--- config.mk ---
export PLATFORM = sky130hd
export DESIGN_NAME = sdram_burst_colgen
export DESIGN_NICKNAME = d
export VERILOG_FILES = /design/src/rtl/sdram_burst_pkg.sv /design/src/rtl/burst_len_decode.sv /design/src/rtl/burst_addr_map.sv /design/src/rtl/burst_seq_fsm.sv /design/src/rtl/sdram_burst_colgen.sv
export SDC_FILE = /design/constraint.sdc
export NUM_CORES = 1
export LEC_CHECK = 0
export BUFFER_PORTS_ARGS = -buffer_cell sky130_fd_sc_hd__buf_2
export CAP_MARGIN = 10
export CORE_UTILIZATION = 52
export DETAILED_ROUTE_END_ITERATION = 10
export PLACE_DENSITY = 0.85
export SYNTH_ARGS = -nofsm -noshare
export SYNTH_HDL_FRONTEND = slang
export SYNTH_HIERARCHICAL = 1
export SYNTH_SLANG_ARGS = --single-unit
--- constraint.sdc ---
create_clock -name clk -period 2 [get_ports clk]
set_input_delay 0.4 -clock clk [delete_from_list [all_inputs] [get_ports clk]]
set_output_delay 0.4 -clock clk [all_outputs]
set_load 0.01 [all_outputs]
--- src/rtl/sdram_burst_pkg.sv ---
package sdram_burst_pkg;

    typedef enum logic [1:0] {
        ST_IDLE      = 2'd0,
        ST_BOUNDED   = 2'd1,
        ST_FULLPAGE  = 2'd2
    } burst_state_t;

    typedef struct packed {
        logic       full_page;
        logic       interleave;
    } burst_mode_t;

endpackage

--- src/rtl/burst_len_decode.sv ---
module burst_len_decode #(
    parameter int COL_W  = 8,
    parameter int CODE_W = 3
) (
    input  logic [CODE_W-1:0] len_code_i,
    output logic [COL_W-1:0]  mask_o,
    output logic              full_page_o
);
    localparam int LOG_SEL_W = CODE_W - 1;

    assign full_page_o = len_code_i[CODE_W-1];

    // Bit i of the wrap mask is set when the burst spans more than 2^i columns.
    for (genvar i = 0; i < COL_W; i++) begin : g_mask
        assign mask_o[i] = full_page_o | (32'(len_code_i[LOG_SEL_W-1:0]) > i);
    end

endmodule

--- src/rtl/burst_addr_map.sv ---
module burst_addr_map #(
    parameter int COL_W       = 8,
    parameter bit ILV_SUPPORT = 1'b1
) (
    input  logic [COL_W-1:0] base_i,
    input  logic [COL_W-1:0] beat_idx_i,
    input  logic [COL_W-1:0] mask_i,
    input  logic             ilv_i,
    output logic [COL_W-1:0] col_o
);
    logic [COL_W-1:0] sum;
    logic [COL_W-1:0] linear_col;

    assign sum        = base_i + beat_idx_i;
    assign linear_col = (base_i & ~mask_i) | (sum & mask_i);

    if (ILV_SUPPORT) begin : g_ilv
        logic [COL_W-1:0] xor_col;
        assign xor_col = base_i ^ (beat_idx_i & mask_i);
        assign col_o   = ilv_i ? xor_col : linear_col;
    end else begin : g_lin_only
        logic unused_ilv;
        assign unused_ilv = ilv_i;
        assign col_o      = linear_col;
    end

endmodule

--- src/rtl/burst_seq_fsm.sv ---
module burst_seq_fsm
    import sdram_burst_pkg::*;
#(
    parameter int COL_W = 8
) (
    input  logic             clk,
    input  logic             rst_n,
    input  logic             start_i,
    input  logic             advance_i,
    input  logic             stop_i,
    input  logic             dec_full_i,
    input  logic [COL_W-1:0] run_mask_i,
    output logic [COL_W-1:0] beat_idx_o,
    output logic             load_o,
    output logic             beat_o,
    output logic             last_o,
    output logic             busy_o
);
    burst_state_t     state_q, state_d;
    logic [COL_W-1:0] idx_q, idx_d;
    logic             final_beat;

    // State register
    always_ff @(posedge clk) begin
        if (!rst_n) begin
            state_q <= ST_IDLE;
            idx_q   <= '0;
        end else begin
            state_q <= state_d;
            idx_q   <= idx_d;
        end
    end

    // Outputs and next state
    always_comb begin
        state_d    = state_q;
        idx_d      = idx_q;
        load_o     = 1'b0;
        beat_o     = 1'b0;
        last_o     = 1'b0;
        busy_o     = 1'b0;
        final_beat = (idx_q == run_mask_i);
        unique case (state_q)
            ST_IDLE: begin
                if (start_i) begin
                    load_o  = 1'b1;
                    idx_d   = '0;
                    state_d = dec_full_i ? ST_FULLPAGE : ST_BOUNDED;
                end
            end
            ST_BOUNDED: begin
                busy_o = 1'b1;
                if (stop_i) begin
                    state_d = ST_IDLE;
                end else if (advance_i) begin
                    beat_o = 1'b1;
                    if (final_beat) begin
                        last_o  = 1'b1;
                        state_d = ST_IDLE;
                    end else begin
                        idx_d = idx_q + 1'b1;
                    end
                end
            end
            ST_FULLPAGE: begin
                busy_o = 1'b1;
                if (stop_i) begin
                    state_d = ST_IDLE;
                end else if (advance_i) begin
                    beat_o = 1'b1;
                    idx_d  = idx_q + 1'b1;
                end
            end
            default: begin
                state_d = ST_IDLE;
            end
        endcase
    end

    assign beat_idx_o = idx_q;

endmodule

--- src/rtl/sdram_burst_colgen.sv ---
module sdram_burst_colgen
    import sdram_burst_pkg::*;
#(
    parameter int COL_W  = 8,
    parameter int CODE_W = 3
) (
    input  logic              clk,
    input  logic              rst_n,
    input  logic              start_i,
    input  logic [COL_W-1:0]  start_col_i,
    input  logic [CODE_W-1:0] len_code_i,
    input  logic              ilv_i,
    input  logic              advance_i,
    input  logic              stop_i,
    output logic [COL_W-1:0]  col_o,
    output logic              beat_o,
    output logic              last_o,
    output logic              busy_o
);
    logic [COL_W-1:0] dec_mask;
    logic             dec_full;
    logic [COL_W-1:0] base_q;
    logic [COL_W-1:0] mask_q;
    burst_mode_t      mode_q;
    logic [COL_W-1:0] beat_idx;
    logic             load;

    burst_len_decode #(.COL_W(COL_W), .CODE_W(CODE_W)) u_dec (
        .len_code_i (len_code_i),
        .mask_o     (dec_mask),
        .full_page_o(dec_full)
    );

    burst_seq_fsm #(.COL_W(COL_W)) u_fsm (
        .clk        (clk),
        .rst_n      (rst_n),
        .start_i    (start_i),
        .advance_i  (advance_i),
        .stop_i     (stop_i),
        .dec_full_i (dec_full),
        .run_mask_i (mask_q),
        .beat_idx_o (beat_idx),
        .load_o     (load),
        .beat_o     (beat_o),
        .last_o     (last_o),
        .busy_o     (busy_o)
    );

    // Burst configuration captured at start
    always_ff @(posedge clk) begin
        if (!rst_n) begin
            base_q <= '0;
            mask_q <= '0;
            mode_q <= '0;
        end else if (load) begin
            base_q            <= start_col_i;
            mask_q            <= dec_mask;
            mode_q.full_page  <= dec_full;
            mode_q.interleave <= ilv_i & ~dec_full;
        end
    end

    burst_addr_map #(.COL_W(COL_W), .ILV_SUPPORT(1'b1)) u_map (
        .base_i    (base_q),
        .beat_idx_i(beat_idx),
        .mask_i    (mask_q),
        .ilv_i     (mode_q.interleave),
        .col_o     (col_o)
    );

endmodule

==> metrics.cfg <==
[clock_tree]
postCtsHoldBufs = 0
cts.path.max_buffers = 2
clkTransAtPathRegs_ps = 90
cts_root_buf = clkbuf_8
clkSinkCount = 27
cts_made_buffers = 3
h-tree-depth = 1
tritoncts = done
worstSkewPairLatency_ps = 270

[final_layout]
layoutNonFillerInstCount = 325
stdcell_area_mm2 = 0.00260
final_nets = 308
diodes = 0
drive_above_1_share_pct = 40.1
area_delta_synth_final_pct = 30.8
final_core_util_pct = 70.9

[die]
core-area_mm2 = 0.00366
die_x_um = 63.8
die_area_mm2 = 0.00407
rows = 22
initial_core_util_pct = 54.2
io_pins = 28
dieHeight_um = 63.8

[worst_setup_path]
reg2reg_depth = 7
r2r_end = u_fsm/beat_idx_o[4]$_SDFFE_PN0P_
cp-start-kind = flop
cp_slowest_cell = dfxtp_4
cp_max_fo = 2
arrival_ps = 2070
r2r-start = mask_q[2]$_SDFFE_PN0P_
path_cells = ha_4 -> inv_2 -> fa_2 -> nor2b_4 -> o31a_1 -> o31ai_2 -> xnor2_1 -> a31o_1 -> buf_2
cpPeakStageDelay_ps = 360
r2r_slack_ps = 40
cp.required_ps = 1600
worstSetupPathType = reg2out
worstSetupEndpointType = output port

[yosys]
synth-compound-area-share_pct = 19.9
synth.net_count = 254
async_flop_share_pct = 0
ys.flop_type = dfxtp_1
synth_xor_area_share_pct = 5.74
netlist-cell-type-count = 51
synth_adder_area_share_pct = 8.58
syn_area_per_cell_um2 = 8.86
syn-instance-count = 224
syn_area_mm2 = 0.00198
ys_warn_count = 6
synth_top_family_by_area = simple AND/OR/NAND/NOR gates
yosys_register_bits = 27
synth.mux.area_fraction_pct = 10.2
synth-seq-area-share_pct = 27.2
synth_edf_count = 0
yosys.area_share.simple_pct = 22.3

[outcome]
status = finished, violations left
violations = setup timing

[sta]
fmax_mhz = 404
fin_ws_ps = -472
slew_headroom_pct = 74.9
setup_viol = 7
finalMaxSlewViolations = 0
fin_worst_skew_ps = 7.59
fin_crit_sh_pct = 124
fin_crit_ps = 2470
worst_pin_slew_ps = 377
rsz0062_at_grt = true
hold_violations = 0

[worst_hold_path]
whs_endpoint = mode_q[0]$_SDFFE_PN0P_
whs_path_depth = 3
hold_path.startpoint = ilv_i
hp-class = in2reg

[global_routing]
grt_pass1_vias = 1734
grtUsageTotal_pct = 24.3
grt_pass1_wl_um = 7780
overflow = 0
grt_max_degree = 25
grt_antenna_before_repair = 0

[route]
ant_nets = 0
dr.pass1.iters = 5
drt-initial-drc-count = 72
drt_wl_total_um = 5090
vias = 1835
drcViolationCount = 0
viasPerCell = 5.65
avgRoutedWirePerCell_um = 15.7

[power_and_ir_drop]
powerDensity_mw_per_mm2 = 678
vdd_drop_max_mv = 0.544
p_leak_nw = 1.07

[placed_design]
placed_cell_area_mm2 = 0.00232
dp_hpwl_um = 3470
dp_cells = 315
port-buffer-count = 27
place_congestion = 0.862
place_ws_ps = -156

[flow_run]
drv_cap = 0

-- critical path: cells and delay by family, from the launching register on --
family | cells | cell delay, ps
fa+ha+maj | 2 | 400
buf+inv | 2 | 180
compound gates | 3 | 700
simple gates | 1 | 50
flops | 1 | 360
xor+xnor | 1 | 100
-- cells in the mapped netlist, drive strengths merged, types with 2 or more instances --
cell	number	area, um2
xnor2	10	87.6
a22oi	3	22.5
nand3	10	50.1
nand4b	2	17.5
nand4	3	18.8
inv	9	33.8
nand3b	3	22.5
clkbuf	3	11.3
o32ai	3	48.8
o21ai	12	63.8
dfxtp	27	541
nand2	19	71.3
buf	8	76.3
nor3	2	10.0
a2111o	2	22.5
a21o	3	31.3
nor2b	19	134
ha	12	150
o22ai	6	37.5
o31a	2	17.5
or2	2	12.5
a211o	2	17.5
a31o	3	26.3
xor2	3	26.3
nand2b	3	26.3
or3	4	25.0
mux2i	19	190
nor2	9	33.8
a31oi	2	12.5
a21oi	8	40.0
-- cell families after synthesis --
| logic type | count (synthesis) |
|---|---|
| DFF | 27 |
| buffers and inverters | 20 |
| xor gates and xnor gates | 13 |
| adders and majority gates | 13 |
| AOI/OAI and AO/OA | 52 |
| muxes | 20 |
| and+or+nand+nor | 79 |
-- cell type report --
class / instances / area [um2]
Timing Repair Buffer: 60 / 404
Inverter: 9 / 33.8
Sequential cell: 27 / 564
Clock buffer: 4 / 45.0
Tap cell: 48 / 60.1
Multi-Input combinational cell: 177 / 1490
Fill cell: 274 / 1060
-- flip-flops by register name (all words and copies together), names as in the netlist --
signal,count
u_fsm/beat_idx_o,8
u_fsm/state_q,2
base_q,8
mode_q,1
mask_q,8
-- worst max-delay path by stage --
stage / from / to / slack [ps]
global placement: base_q[0]$_SDFFE_PN0P_ / col_o[6] / -140
finish: u_fsm/beat_idx_o[0]$_SDFFE_PN0P_ / col_o[6] / -470
floorplan: u_fsm/beat_idx_o[0]$_SDFFE_PN0P_ / col_o[6] / -40
global route: u_fsm/beat_idx_o[0]$_SDFFE_PN0P_ / col_o[6] / -570
CTS: u_fsm/beat_idx_o[0]$_SDFFE_PN0P_ / col_o[6] / -420
detailed placement: base_q[0]$_SDFFE_PN0P_ / col_o[6] / -160
-- per-stage QoR --
stage | setup TNS, ps | total power [mW] | hold WS [ps]
global route | -2670 | 1.86 | 382
global placement | -428 | 1.32 | 482
detailed placement | -497 | 1.35 | 503
finish | -2120 | 1.76 | 381
CTS | -1850 | 1.71 | 382
floorplan | -89.9 | 1.16 | 468
-- layer usage --
metal	GRT usage, %	up-vias	routed length, um
li1	-	913	-
met1	28.3	861	2240
met2	43.8	49	2610
met3	5.18	12	155
met4	7.67	0	86
met5	0	-	0
-- timing repair --
action | in CTS | in global routing
resized for setup | 19 | 20
setup buffers | 4 | 2
pin swaps | 17 | 15
setup endpoints to repair | 8 | 17
gates cloned | 0 | 0
-- layout by cell type, fill, tap and decap left out, types with 8 or more instances in the layout --
cell | netlist | routed
nor2b_1 | 17 | 17
nand3_1 | 10 | 10
nand2_1 | 19 | 19
dfxtp_1 | 27 | 16
mux2i_1 | 19 | 19
nor2_1 | 9 | 8
o21ai_0 | 10 | 9
buf_2 | 0 | 26
buf_4 | 6 | 29
ha_1 | 12 | 8
inv_1 | 9 | 8
-- power breakdown --
group          internal, mW  switching, mW
sequential            0.593         0.0689
combinational         0.402          0.385
clock                 0.143          0.170
(Power assumes the default switching activity.)
